--- config.mk ---
export PLATFORM = sky130hd
export DESIGN_NAME = ctr_src_router
export DESIGN_NICKNAME = d
export VERILOG_FILES = /design/src/rtl/ctr_route_pkg.sv /design/src/rtl/ctr_tick_gen.sv /design/src/rtl/ctr_chan_route.sv /design/src/rtl/ctr_src_router.sv
export SDC_FILE = /design/constraint.sdc
export NUM_CORES = 1
export LEC_CHECK = 0
export ABC_AREA = 1
export BUFFER_PORTS_ARGS = -buffer_cell sky130_fd_sc_hd__buf_2
export CORE_AREA = 2 2 99 101
export DETAILED_ROUTE_END_ITERATION = 12
export DIE_AREA = 0 0 101 103
export PLACE_DENSITY = 0.86
export SLEW_MARGIN = 20
export SYNTH_ARGS = -nofsm -noshare
export SYNTH_HDL_FRONTEND = slang
export SYNTH_SLANG_ARGS = --single-unit
export TNS_END_PERCENT = 50
--- constraint.sdc ---
create_clock -name clk -period 4.19 [get_ports clk]
set_input_delay 0.6285 -clock clk [delete_from_list [all_inputs] [get_ports clk]]
set_output_delay 0.6285 -clock clk [all_outputs]
set_load 0.05 [all_outputs]
--- src/rtl/ctr_route_pkg.sv ---
package ctr_route_pkg;
    localparam int CH_PER_GRP  = 3;
    localparam int SEL_W       = 5;
    localparam int NUM_DECADES = 4;
    localparam int NUM_TICKS   = NUM_DECADES + 2;

    typedef logic [SEL_W-1:0] sel_t;

    localparam sel_t CK_PIN  = 5'd0;
    localparam sel_t CK_NBR  = 5'd6;
    localparam sel_t CK_EXT  = 5'd7;
    localparam sel_t CK_HIGH = 5'd8;
    localparam sel_t CK_LOW  = 5'd9;
    localparam sel_t CK_PAT  = 5'd10;
    localparam sel_t CK_FULL = 5'd11;

    localparam sel_t GT_ON    = 5'd0;
    localparam sel_t GT_OFF   = 5'd1;
    localparam sel_t GT_PIN   = 5'd2;
    localparam sel_t GT_NNBR  = 5'd3;
    localparam sel_t GT_NPIN  = 5'd6;
    localparam sel_t GT_NBR   = 5'd7;
    localparam sel_t GT_PAT   = 5'd8;
    localparam sel_t GT_OCC   = 5'd9;
    localparam sel_t GT_STILL = 5'd10;
    localparam sel_t GT_NPAT  = 5'd11;
    localparam sel_t GT_NOCC  = 5'd12;
    localparam sel_t GT_NSTIL = 5'd13;

    typedef struct packed {
        logic occurred;
        logic still;
    } pat_latch_t;

    function automatic logic is_tick_code(sel_t c);
        return (c >= 5'd1 && c <= 5'd5) || (c == CK_FULL);
    endfunction

    function automatic int prev_grp(int g, int ngrp);
        return (g + ngrp - 1) % ngrp;
    endfunction

    function automatic int clk_nbr_idx(int g, int c, int ngrp);
        return (c > 0) ? g * CH_PER_GRP + c - 1
                       : prev_grp(g, ngrp) * CH_PER_GRP + 2;
    endfunction

    function automatic int gate_nbr_idx(int g, int c, int ngrp);
        return (c == 2) ? g * CH_PER_GRP
                        : prev_grp(g, ngrp) * CH_PER_GRP + c + 1;
    endfunction
endpackage

--- src/rtl/ctr_tick_gen.sv ---
module ctr_tick_gen
    import ctr_route_pkg::*;
(
    input  logic                 clk,
    input  logic                 rst,
    output logic [NUM_TICKS-1:0] ticks_o
);
    logic half_q;

    always_ff @(posedge clk) begin
        if (rst) half_q <= 1'b0;
        else     half_q <= ~half_q;
    end

    assign ticks_o[0] = 1'b1;
    assign ticks_o[1] = half_q;

    p_half_alt_r4: assert property (@(posedge clk) disable iff (rst)
        ticks_o[1] |=> !ticks_o[1]);

    for (genvar i = 0; i < NUM_DECADES; i++) begin : g_dec
        logic [3:0] cnt_q;
        always_ff @(posedge clk) begin
            if (rst)                 cnt_q <= '0;
            else if (ticks_o[i + 1]) cnt_q <= (cnt_q == 4'd9) ? 4'd0 : cnt_q + 4'd1;
        end
        assign ticks_o[i + 2] = ticks_o[i + 1] & (cnt_q == 4'd9);

        p_dec_sparse_r4: assert property (@(posedge clk) disable iff (rst)
            ticks_o[i + 2] |=> !ticks_o[i + 2]);
    end
endmodule

--- src/rtl/ctr_chan_route.sv ---
module ctr_chan_route
    import ctr_route_pkg::*;
(
    input  logic                 clk,
    input  logic                 rst,
    input  logic                 wr_clk_sel,
    input  logic                 wr_gate_sel,
    input  sel_t                 wr_data,
    input  logic [NUM_TICKS-1:0] ticks,
    input  logic                 clk_pin_i,
    input  logic                 gat_pin_i,
    input  logic                 ext_clk_i,
    input  logic                 nbr_clk_i,
    input  logic                 nbr_gate_i,
    input  logic                 pattern_i,
    output logic                 cnt_en_o,
    output logic                 gate_o,
    output logic                 clk_oe_o,
    output logic                 gat_oe_o,
    output logic                 clk_pin_o,
    output logic                 gat_pin_o
);
    sel_t       clk_sel_q, gate_sel_q;
    pat_latch_t pat_q;
    logic       lvl_prev_q;
    logic       clk_lvl;

    always_ff @(posedge clk) begin
        if (rst) begin
            clk_sel_q  <= CK_PIN;
            gate_sel_q <= GT_ON;
            pat_q      <= '{occurred: 1'b0, still: 1'b1};
            lvl_prev_q <= 1'b0;
        end else begin
            lvl_prev_q <= clk_lvl;
            if (wr_clk_sel) clk_sel_q <= wr_data;
            if (wr_gate_sel) begin
                gate_sel_q <= wr_data;
                pat_q      <= '{occurred: 1'b0, still: 1'b1};
            end else begin
                pat_q.occurred <= pat_q.occurred | pattern_i;
                pat_q.still    <= pat_q.still & ~(pat_q.occurred & ~pattern_i);
            end
        end
    end

    always_comb begin
        case (clk_sel_q)
            CK_PIN:                 clk_lvl = clk_pin_i;
            5'd1, 5'd2, 5'd3,
            5'd4, 5'd5:             clk_lvl = ticks[clk_sel_q[2:0]];
            CK_NBR:                 clk_lvl = nbr_clk_i;
            CK_EXT:                 clk_lvl = ext_clk_i;
            CK_HIGH:                clk_lvl = 1'b1;
            CK_PAT:                 clk_lvl = pattern_i;
            CK_FULL:                clk_lvl = ticks[0];
            default:                clk_lvl = 1'b0;
        endcase
    end

    always_comb begin
        case (gate_sel_q)
            GT_ON:    gate_o = 1'b1;
            GT_PIN:   gate_o = gat_pin_i;
            GT_NNBR:  gate_o = ~nbr_gate_i;
            GT_NPIN:  gate_o = ~gat_pin_i;
            GT_NBR:   gate_o = nbr_gate_i;
            GT_PAT:   gate_o = pattern_i;
            GT_OCC:   gate_o = pat_q.occurred;
            GT_STILL: gate_o = pat_q.still;
            GT_NPAT:  gate_o = ~pattern_i;
            GT_NOCC:  gate_o = ~pat_q.occurred;
            GT_NSTIL: gate_o = ~pat_q.still;
            default:  gate_o = 1'b0;
        endcase
    end

    assign cnt_en_o  = is_tick_code(clk_sel_q) ? clk_lvl : (clk_lvl & ~lvl_prev_q);
    assign clk_oe_o  = (clk_sel_q != CK_PIN);
    assign gat_oe_o  = (gate_sel_q != GT_PIN);
    assign clk_pin_o = clk_lvl;
    assign gat_pin_o = gate_o;

    p_rst_state_r1: assert property (@(posedge clk)
        rst |=> (!clk_oe_o && gat_oe_o && gate_o));
    p_clk_in_r10: assert property (@(posedge clk) disable iff (rst)
        (wr_clk_sel && wr_data == CK_PIN) |=> !clk_oe_o);
    p_clk_out_r10: assert property (@(posedge clk) disable iff (rst)
        (wr_clk_sel && wr_data != CK_PIN) |=> clk_oe_o);
    p_gate_in_r10: assert property (@(posedge clk) disable iff (rst)
        (wr_gate_sel && wr_data == GT_PIN) |=> !gat_oe_o);
    p_occ_hold_r8: assert property (@(posedge clk) disable iff (rst)
        (pat_q.occurred && !wr_gate_sel) |=> pat_q.occurred);
    p_still_order_r8: assert property (@(posedge clk) disable iff (rst)
        !pat_q.still |-> pat_q.occurred);
    p_clear_r8: assert property (@(posedge clk) disable iff (rst)
        wr_gate_sel |=> (!pat_q.occurred && pat_q.still));
    p_const_low_r9: assert property (@(posedge clk) disable iff (rst)
        (clk_sel_q == CK_LOW) |-> !cnt_en_o);
endmodule

--- src/rtl/ctr_src_router.sv ---
module ctr_src_router
    import ctr_route_pkg::*;
#(
    parameter  int NUM_GRP = 2,
    localparam int NUM_CH  = NUM_GRP * CH_PER_GRP,
    localparam int IDX_W   = (NUM_CH > 1) ? $clog2(NUM_CH) : 1,
    localparam int ADDR_W  = IDX_W + 1
) (
    input  logic              clk,
    input  logic              rst,
    input  logic              wr_en,
    input  logic [ADDR_W-1:0] wr_addr,
    input  logic [SEL_W-1:0]  wr_data,
    input  logic [NUM_CH-1:0] clk_pin_in,
    input  logic [NUM_CH-1:0] gat_pin_in,
    input  logic [NUM_GRP-1:0] ext_clk_in,
    input  logic [NUM_CH-1:0] ctr_out_in,
    input  logic              pattern_in,
    output logic [NUM_CH-1:0] ctr_clk_en,
    output logic [NUM_CH-1:0] ctr_gate,
    output logic [NUM_CH-1:0] clk_pin_oe,
    output logic [NUM_CH-1:0] clk_pin_out,
    output logic [NUM_CH-1:0] gat_pin_oe,
    output logic [NUM_CH-1:0] gat_pin_out
);
    logic [NUM_TICKS-1:0] ticks;
    logic [IDX_W-1:0]     wr_idx;

    assign wr_idx = wr_addr[ADDR_W-1:1];

    ctr_tick_gen u_ticks (
        .clk     (clk),
        .rst     (rst),
        .ticks_o (ticks)
    );

    for (genvar g = 0; g < NUM_GRP; g++) begin : g_grp
        for (genvar c = 0; c < CH_PER_GRP; c++) begin : g_ch
            localparam int K  = g * CH_PER_GRP + c;
            localparam int NC = clk_nbr_idx(g, c, NUM_GRP);
            localparam int NG = gate_nbr_idx(g, c, NUM_GRP);
            logic hit;
            assign hit = wr_en && (wr_idx == IDX_W'(K));

            ctr_chan_route u_ch (
                .clk         (clk),
                .rst         (rst),
                .wr_clk_sel  (hit && !wr_addr[0]),
                .wr_gate_sel (hit && wr_addr[0]),
                .wr_data     (wr_data),
                .ticks       (ticks),
                .clk_pin_i   (clk_pin_in[K]),
                .gat_pin_i   (gat_pin_in[K]),
                .ext_clk_i   (ext_clk_in[g]),
                .nbr_clk_i   (ctr_out_in[NC]),
                .nbr_gate_i  (ctr_out_in[NG]),
                .pattern_i   (pattern_in),
                .cnt_en_o    (ctr_clk_en[K]),
                .gate_o      (ctr_gate[K]),
                .clk_oe_o    (clk_pin_oe[K]),
                .gat_oe_o    (gat_pin_oe[K]),
                .clk_pin_o   (clk_pin_out[K]),
                .gat_pin_o   (gat_pin_out[K])
            );
        end
    end
endmodule

==> qor.txt, run 1 <==
status: finished, final reports clean
ys flop type: dfxtp_1
Final Max Slew Viols: 0
Layout Nets: 955
Max Cap Violations: 0
Post-synth EDFFs: 0
final setup vio count: 0
first-pass GRT wire length: 22600 µm
H-tree Lvls: 3
vias in the first global route: 5013
Post-route DRC: 0
clk slew on worst S/H paths: 90 ps
antenna cells: 0
hold wc startpoint: u_ticks.g_dec[1].cnt_q[2]
PortBufs: 68
cts bufs inserted: 9
peak supply drop: 0.217 mV
synthesized area: 5700 µm²
routed length per instance: 13.0 µm
Die X: 101 µm
Detail Route Antenna Nets: 0
Max Clock Freq: 342 MHz
GP Congestion: 0.886
Power Density: 311 nW/µm²
Synth cell types: 34
Core Rows: 36
Final Power: 1.85 mW
Worst Reg-to-Reg Cells: 7
final cell count without fillers: 1041
Area growth, synth to finish: 4.31%
Clk Latency, worst-skew pair: 370 ps
antenna violations before repair: 0
WHS Endpoint: u_ticks.g_dec[1].cnt_q[2]
Worst slew margin: 56.2%
Post CTS Setup Buffer Count: 0
post-cts resize count: 0
vias per cell: 5.49
CP Capture Type: output port
Setup Skew: 15.7 ps
layout cells sized above 1: 11.1%
CTS Sinks: 95
fin crit share: 69.8%
terminus of the critical flop-to-flop path: g_grp[1].g_ch[0].u_ch.lvl_prev_q
post-route minimum period: 2930 ps
Starting Density: 60.2%
HPWL after DPL: 9600 µm
Max Root-Sink Buffers: 2
Post-CTS Hold Buffers: 0
DR vias: 5711
maximum fanout along the worst path: 21
ys async rst share: 0%
worst reg2reg setup slack: 2470 ps
Syn Inst Count: 909
WL final: 13500 µm
HP Class: flip-flop to flip-flop
synthesized area per cell: 6.27 µm²
reg2reg start: u_ticks.g_dec[0].cnt_q[1]
die height: 103 µm
setup TNS: 0 ps
TritonRoute pass-1 iters: 5
crit path DAT: 2300 ps
Post-Synthesis Net Count: 942
top-level port count: 69
Hold Path Stages: 2
Slew @ Worst Pin: 656 ps
Worst Setup Path Type: input port to output port
Initial DRC Count: 313
Fin. Hold Viols: 0
CP required: 3560 ps
pin count of the biggest net entering global routing: 49
YS warnings: 0
Critical Path Source Type: input port
total track usage: 27.0%
placed cells: 1025
total gr overflow: 0
unrepaired setup endpoints after global routing: false
Seq/Total Area, Yosys: 33.4%
die area: 10400 µm²
CTS tree: yes
core area: 9460 µm²
Clk Tree Root Cell: clkbuf_8
Leak: 2.53 nW
#FFs+latches synth: 95
metal layers:
layer | vias to the layer above | routed length, µm | global-route usage (%)
li1 | 2968 | - | -
met1 | 2538 | 6260 | 35.3
met2 | 176 | 6210 | 44.8
met3 | 29 | 692 | 4.61
met4 | 0 | 355 | 10.2
met5 | - | 0 | 0
through the flow:
| stage | cell area [µm²] | hold WS, ps | utilization (%) | worst slack, ps |
|---|---|---|---|---|
| 6_report | 5940 | 483 | 62.8 | 1260 |
| 5_1_grt | 5940 | 503 | 62.8 | 1070 |
| 4_1_cts | 5940 | 485 | 62.8 | 1290 |
| 3_5_place_dp | 5780 | 467 | 61.1 | 1300 |
| 3_3_place_gp | 5780 | 455 | 61.1 | 1310 |
| 2_1_floorplan | 5700 | 441 | - | 2070 |
cells in the final DEF, fill, tap and decap left out, types with 4 or more instances in the layout:
master	synthesis	routed
nand2_1	154	154
inv_1	119	118
nor2_1	109	109
dfxtp_1	95	95
a21oi_1	91	91
nand3_1	90	90
o21ai_0	88	88
buf_2	12	68
nor3_1	30	30
nand4_1	15	15
clkbuf_8	0	9
o211ai_1	8	8
nand2_2	5	5
o21ai_2	4	4
o21a_1	4	4
inv_2	3	4
nor2_2	4	4
o21ai_1	4	4
how the worst max path moves through the flow:
stage,from,endpoint,slack (ps)
final,pattern_in,gat_pin_out[4],1260
after global routing,pattern_in,gat_pin_out[1],1070
after CTS,pattern_in,gat_pin_out[3],1290
after detailed placement,pattern_in,gat_pin_out[3],1300
after global placement,pattern_in,gat_pin_out[1],1310
after floorplan,pattern_in,ctr_clk_en[5],2070
where the power goes:
| part | internal (mW) | switching [mW] |
|---|---|---|
| registers | 0.930 | 0.0216 |
| clock network | 0.217 | 0.321 |
| logic | 0.0912 | 0.267 |
| total | 1.24 | 0.610 |
area by class of cell:
class	instances	area [µm²]
Multi-Input combinational cell	624	2920
Sequential cell	95	1900
Clock buffer	11	131
Clock inverter	5	32.5
Timing Repair Buffer	69	348
Tap cell	114	143
Fill cell	916	3520
Inverter	123	462
cells in the mapped netlist, types with 2 or more instances:
library cell / instances / share of area [%]
buf_2: 12 / 1.1
a21oi_1: 91 / 8.0
clkbuf_1: 18 / 1.2
o21ai_0: 88 / 7.7
buf_4: 36 / 4.7
nor3_1: 30 / 2.6
nor4_1: 2 / 0.22
dfxtp_1: 95 / 33
o21ai_1: 4 / 0.35
nand4_1: 15 / 1.6
nor2_1: 109 / 7.2
o21ai_2: 4 / 0.62
o211ai_1: 8 / 1.1
o21bai_1: 3 / 0.40
nand2_1: 154 / 10
nand3_1: 90 / 7.9
inv_1: 119 / 7.8
xor2_1: 2 / 0.31
nor2_2: 4 / 0.44
nor3b_1: 2 / 0.26
o21a_1: 4 / 0.53
inv_2: 3 / 0.20
nand2_2: 5 / 0.55
worst max-delay path: stages:
cell	delay [ps]
buf_2	410
clkinv_1	480
o21ai_0	320
o21bai_1	90
nand4_1	100
buf_2	270
flip-flops by register name (all words and copies together), names as in the netlist:
register                    flops
g_grp.g_ch.u_ch.lvl_prev_q      6
g_grp.g_ch.u_ch.clk_sel_q      30
u_ticks.g_dec.cnt_q            16
g_grp.g_ch.u_ch.gate_sel_q     30
g_grp.g_ch.u_ch.pat_q          12
u_ticks.half_q                  1
kinds of logic after synthesis:
| kind of cell | after synthesis | share of synthesized area, % |
|---|---|---|
| xor gates and xnor gates | 2 | 0.308 |
| AOI/OAI and AO/OA | 207 | 19.3 |
| and+or+nand+nor | 415 | 31.7 |
| buffers and inverters | 190 | 15.3 |
| DFF | 95 | 33.4 |
Power figures use the tool's default switching activity.
==> run 2: changes to the inputs <==
--- a/config.mk
+++ b/config.mk
@@ -7,10 +7,10 @@
 export LEC_CHECK = 0
 export ABC_AREA = 1
 export BUFFER_PORTS_ARGS = -buffer_cell sky130_fd_sc_hd__buf_2
-export CORE_AREA = 2 2 99 101
+export CORE_AREA = 2 2 107 109
 export DETAILED_ROUTE_END_ITERATION = 12
-export DIE_AREA = 0 0 101 103
-export PLACE_DENSITY = 0.86
+export DIE_AREA = 0 0 109 111
+export PLACE_DENSITY = 0.79
 export SLEW_MARGIN = 20
 export SYNTH_ARGS = -nofsm -noshare
 export SYNTH_HDL_FRONTEND = slang
==> constraint.sdc (replaced) <==
create_clock -name clk -period 2.67 [get_ports clk]
set_input_delay 0.4005 -clock clk [delete_from_list [all_inputs] [get_ports clk]]
set_output_delay 0.4005 -clock clk [all_outputs]
set_load 0.05 [all_outputs]
==> qor.txt, run 2 (synthesis gave the netlist of run 1 again) <==
status: finished, final reports clean
antenna violations before repair: 0 (unchanged)
total track usage: 23.5% (-3.5 points)
cell area after placement: 5830 µm² (+0.89%)
Max Clock Freq: 401 MHz
Critical Path Source Type: flip-flop
PortBufs: 68 (unchanged)
final core utilization: 55.7% (-7.1 points)
total gr overflow: 0 (unchanged)
Largest regs: g_grp.g_ch.u_ch.clk_sel_q (30), g_grp.g_ch.u_ch.gate_sel_q (30), u_ticks.g_dec.cnt_q (16)
Die X: 109 µm (+7.9%)
NetSw: 998 µW (+64%)
final cell count without fillers: 1071 (+2.9%)
vias per cell: 5.28 (-3.7%)
first-pass GRT wire length: 23100 µm (+2.3%)
core area: 11100 µm² (+17%)
Setup Skew: 4.95 ps (-10.7 ps)
HP Class: input port to flip-flop
Int Power: 2.52 mW (+100%)
HPWL after DPL: 9820 µm (+2.3%)
Leak: 2.62 nW (+3.5%)
antenna cells: 0 (unchanged)
peak supply drop: 0.312 mV (+44%)
layout cells sized above 1: 11.3% (+0.20 points)
Layout Nets: 957 (+0.21%)
Final Max Slew Viols: 0 (unchanged)
Area growth, synth to finish: 8.33%
Starting Density: 51.4% (-8.8 points)
cts bufs inserted: 9 (unchanged)
Worst Setup Path Type: flip-flop to output port
post-route minimum period: 2490 ps
placed cells: 1056 (+3.0%)
Initial DRC Count: 364 (+16%)
Fin. Hold Viols: 0 (unchanged)
unrepaired setup endpoints after global routing: false
Final Power: 3.51 mW (+90%)
Comb pwr share: 16.1% (-3.3 points)
Power Density: 570 nW/µm² (+83%)
Clk Latency, worst-skew pair: 330 ps (-40 ps)
vias in the first global route: 5039 (+0.52%)
setup TNS: 0 ps (unchanged)
DR vias: 5660 (-0.89%)
GP Congestion: 0.906 (+2.2%)
clk slew on worst S/H paths: 70 ps (-20 ps)
multi-input logic area: 2930 µm² (+0.26%)
Sw Ratio: 28.4% (-4.6 points)
worst setup margin: 176 ps (-1090 ps)
top-level port count: 69 (unchanged)
WL final: 14000 µm (+3.9%)
most common cell after layout, fill and taps aside: nand2_1
Detail Route Antenna Nets: 0 (unchanged)
Core Rows: 39 (+8.3%)
Post-route DRC: 0 (unchanged)
sequential cell area: 1900 µm² (unchanged)
Slew @ Worst Pin: 477 ps (-179 ps)
die area: 12100 µm² (+16%)
Max Root-Sink Buffers: 2 (unchanged)
CTS Sinks: 95 (unchanged)
TritonRoute pass-1 iters: 6 (+1)
CTS tree: yes
Max Cap Violations: 0 (unchanged)
CP required: 2270 ps (-1290 ps)
maximum fanout along the worst path: 6 (-71%)
final instance area: 6170 µm² (+3.9%)
Post CTS Setup Buffer Count: 0 (unchanged)
CP Capture Type: output port
routed length per instance: 13.1 µm (+0.98%)
final setup vio count: 0 (unchanged)
Clk Tree Root Cell: clkbuf_16
Flop pwr share: 42.5% (-9.0 points)
pin count of the biggest net entering global routing: 42 (-14%)
die height: 111 µm (+7.8%)
Fillers: 1090 (+19%)
most frequent cells in the layout: 154 x nand2_1, 119 x inv_1, 109 x nor2_1, 95 x dfxtp_1, 91 x a21oi_1
Clock power frac: 41.3% (+12 points)
Hold Slack: 437 ps (-46.4 ps)
Post-Place Worst Slack: 447 ps (-850 ps)
H-tree Lvls: 3 (unchanged)
Worst slew margin: 68.2% (+12 points)
fin crit share: 93.4%
crit path DAT: 2090 ps (-210 ps)
-- run 2: layout make-up --
class | count | share of cell area (%)
tap | 143 | 2.90
sequential | 95 | 30.8
timing repair buffer | 71 | 5.88
multi-input combinational | 624 | 47.5
clock inverter | 6 | 1.76
clock buffer | 9 | 3.65
inverter | 123 | 7.48
-- run 2: worst paths after layout --
kind                                 endpoint                            from  slack (ps)  cells after the start
min reg2reg    g_grp[1].g_ch[0].u_ch.pat_q[0]  g_grp[1].g_ch[0].u_ch.pat_q[0]         480                      2
min            g_grp[1].g_ch[0].u_ch.pat_q[0]                           wr_en         440                      3
max                             ctr_clk_en[1]                  u_ticks.half_q         180                      9
max reg2reg  g_grp[0].g_ch[1].u_ch.lvl_prev_q                  u_ticks.half_q        1110                      8
-- run 2: what timing repair did --
item                       CTS  global route
setup endpoints to repair    0             3
hold buffers                 0             0
resized for setup            0             1
-- run 2: per-layer routing --
| layer | track usage, % | vias to the layer above | wire length (µm) |
|---|---|---|---|
| met3 | 2.70 | 24 | 641 |
| met5 | 0 | - | 0 |
| met2 | 39.3 | 145 | 6700 |
| li1 | - | 2977 | - |
| met4 | 8.46 | 0 | 315 |
| met1 | 30.8 | 2514 | 6390 |
-- run 2: power by group through the flow --
stage | combinational, mW | clock, mW | sequential (mW)
floorplan | 0.505 | 0 | 1.51
global placement | 0.560 | 0 | 1.52
detailed placement | 0.563 | 0 | 1.52
CTS | 0.566 | 1.47 | 1.49
global route | 0.618 | 1.52 | 1.50
finish | 0.567 | 1.45 | 1.49
-- run 2: worst max-delay path: stages (launching register included) --
cell     delay [ps]
dfxtp_1         400
nand2_2         140
inv_1            90
nand3_1         280
nand2_1         170
nand3_1         110
o21ai_2          90
nand2_2          90
a21oi_1         120
buf_2           270
==> run 3: changes to the inputs <==
--- a/config.mk
+++ b/config.mk
@@ -7,9 +7,10 @@
 export LEC_CHECK = 0
 export ABC_AREA = 1
 export BUFFER_PORTS_ARGS = -buffer_cell sky130_fd_sc_hd__buf_2
-export CORE_AREA = 2 2 107 109
+export CORE_AREA = 2 2 127 92
+export CTS_BUF_LIST = sky130_fd_sc_hd__clkbuf_16
 export DETAILED_ROUTE_END_ITERATION = 12
-export DIE_AREA = 0 0 109 111
+export DIE_AREA = 0 0 129 94
 export PLACE_DENSITY = 0.79
 export SLEW_MARGIN = 20
 export SYNTH_ARGS = -nofsm -noshare
==> qor.txt, run 3 (synthesis gave the netlist of run 1 again) <==
status: finished, final reports clean
DR vias: 5779 (+2.1%)
layout cells sized above 1: 11.6% (+0.29 points)
final setup vio count: 0 (unchanged)
die area: 12100 µm² (+0.22%)
clk slew on worst S/H paths: 60 ps (about the same)
hold wc startpoint: wr_en
worst reg2reg setup slack: 1110 ps (about the same)
HPWL after DPL: 10300 µm (+5.0%)
Max Cap Violations: 0 (unchanged)
Core Rows: 32 (-18%)
Fillers: 1093 (+0.28%)
Leak: 2.60 nW (-0.60%)
Fin. Hold Viols: 0 (unchanged)
Starting Density: 52.5% (+1.1 points)
Slew @ Worst Pin: 542 ps (+65.2 ps)
Largest regs: g_grp.g_ch.u_ch.clk_sel_q (30), g_grp.g_ch.u_ch.gate_sel_q (30), u_ticks.g_dec.cnt_q (16)
reg2reg start: u_ticks.g_dec[0].cnt_q[1]
total gr overflow: 0 (unchanged)
Setup Skew: 5.76 ps (+0.815 ps)
Detail Route Antenna Nets: 0 (unchanged)
antenna cells: 0 (unchanged)
Power Density: 540 nW/µm² (-5.2%)
HP Class: input port to flip-flop
most frequent cells in the layout: 154 x nand2_1, 119 x inv_1, 109 x nor2_1, 95 x dfxtp_1, 91 x a21oi_1
total track usage: 24.7% (+1.2 points)
Clk Latency, worst-skew pair: 340 ps (about the same)
vias per cell: 5.33 (+0.88%)
maximum fanout along the worst path: 12 (+6)
Initial DRC Count: 499 (+37%)
Area growth, synth to finish: 8.30% (about the same)
CP Capture Type: output port
TritonRoute pass-1 iters: 5 (-1)
crit path DAT: 2100 ps (about the same)
sequential cell area: 1900 µm² (unchanged)
antenna violations before repair: 0 (unchanged)
terminus of the critical flop-to-flop path: g_grp[0].g_ch[0].u_ch.lvl_prev_q
WL final: 14400 µm (+2.9%)
Layout Nets: 960 (+0.31%)
Post-CTS Hold Buffers: 0 (unchanged)
Worst slew margin: 63.8% (-4.4 points)
H-tree Lvls: 3 (unchanged)
Post-route DRC: 0 (unchanged)
Max Clock Freq: 400 MHz (-0.11%)
top-level port count: 69 (unchanged)
peak supply drop: 0.365 mV (+17%)
multi-input logic area: 2940 µm² (+0.17%)
CTS Sinks: 95 (unchanged)
CTS tree: yes
Worst Reg-to-Reg Cells: 7 (-1)
cts bufs inserted: 9 (unchanged)
core area: 10900 µm² (-2.0%)
Worst Setup Path Type: flip-flop to output port
Critical Path Source Type: flip-flop
placed cells: 1069 (+1.2%)
Final Max Slew Viols: 0 (unchanged)
WHS Endpoint: g_grp[1].g_ch[0].u_ch.pat_q[0]
final cell count without fillers: 1084 (+1.2%)
routed length per instance: 13.3 µm (+1.6%)
Final Power: 3.33 mW (-5.2%)
Hold Path Stages: 3 (unchanged)
GP Congestion: 0.908 (+0.19%)
vias in the first global route: 5055 (+0.32%)
Max Root-Sink Buffers: 2 (unchanged)
PortBufs: 68 (unchanged)
setup TNS: 0 ps (unchanged)
first-pass GRT wire length: 23900 µm (+3.4%)
die height: 94 µm (-15%)
Post CTS Setup Buffer Count: 0 (unchanged)
Clk Tree Root Cell: clkbuf_16
fin crit share: 93.5% (+0.11 points)
pin count of the biggest net entering global routing: 25 (-40%)
most common cell after layout, fill and taps aside: nand2_1
CP required: 2270 ps (about the same)
post-route minimum period: 2500 ps (+2.83 ps)
Die X: 129 µm (+18%)
[run 3: changes by cell type in the layout (fill, tap and decap cells not counted), sizes merged]
cell and change:
clkinv +1, inv -1, clkinvlp +2, bufinv -2, buf +1, clkbuf +2
[run 3: per-stage QoR]
step                hold WS [ps]  area, µm²  setup slack, ps  util [%]
floorplan                    441       5700              908         -
global placement             458       5860              463      54.0
detailed placement           475       5860              389      54.0
CTS                          415       6150             14.0      56.7
global route                 438       6170            -5.32      56.8
finish                       436       6170              173      56.8
[run 3: timing repair]
action | CTS | global route
setup endpoints to repair | 0 | 6
resized for setup | 0 | 4
endpoints found under the hold margin | 0 | 0
[run 3: layer usage]
metal,global-route usage (%),vias up,share of wire [%]
li1,-,2985,-
met2,37.3,192,42
met1,36.0,2585,50
met4,6.70,0,1.3
met3,4.56,17,6.2
met5,0,-,0
[run 3: worst max-delay path by stage]
| stage | from | slack (ps) | endpoint | cells after the start |
|---|---|---|---|---|
| global route | u_ticks.g_dec[0].cnt_q[1] | -5 | ctr_clk_en[0] | 8 |
| global placement | u_ticks.g_dec[0].cnt_q[1] | 460 | ctr_clk_en[0] | 8 |
| floorplan | u_ticks.g_dec[0].cnt_q[1] | 910 | ctr_clk_en[1] | 9 |
| finish | u_ticks.g_dec[0].cnt_q[1] | 170 | ctr_clk_en[0] | 8 |
| CTS | u_ticks.half_q | 10 | ctr_clk_en[0] | 7 |
| detailed placement | u_ticks.half_q | 390 | ctr_clk_en[0] | 7 |
[run 3: critical path, cell delays in order (launching register included)]
cell and delay [ps]:
dfxtp_1 310, inv_1 140, nand3_1 140, nor2_4 170, nand3_4 210, o21ai_0 270, nand2_1 130, a21oi_1 140
clkbuf_4 240
[run 3: area by class of cell]
cell class | count | area share [%]
Inverter | 123 | 7.48
Clock inverter | 6 | 1.01
Clock buffer | 9 | 3.65
Timing Repair Buffer | 74 | 6.33
Sequential cell | 95 | 30.8
Tap cell | 153 | 3.10
Multi-Input combinational cell | 624 | 47.6
[run 3: where the power goes]
group | internal (mW) | switching, mW
Clock | 0.717 | 0.540
Combinational | 0.150 | 0.427
Sequential | 1.46 | 0.0337
Total | 2.33 | 1.00
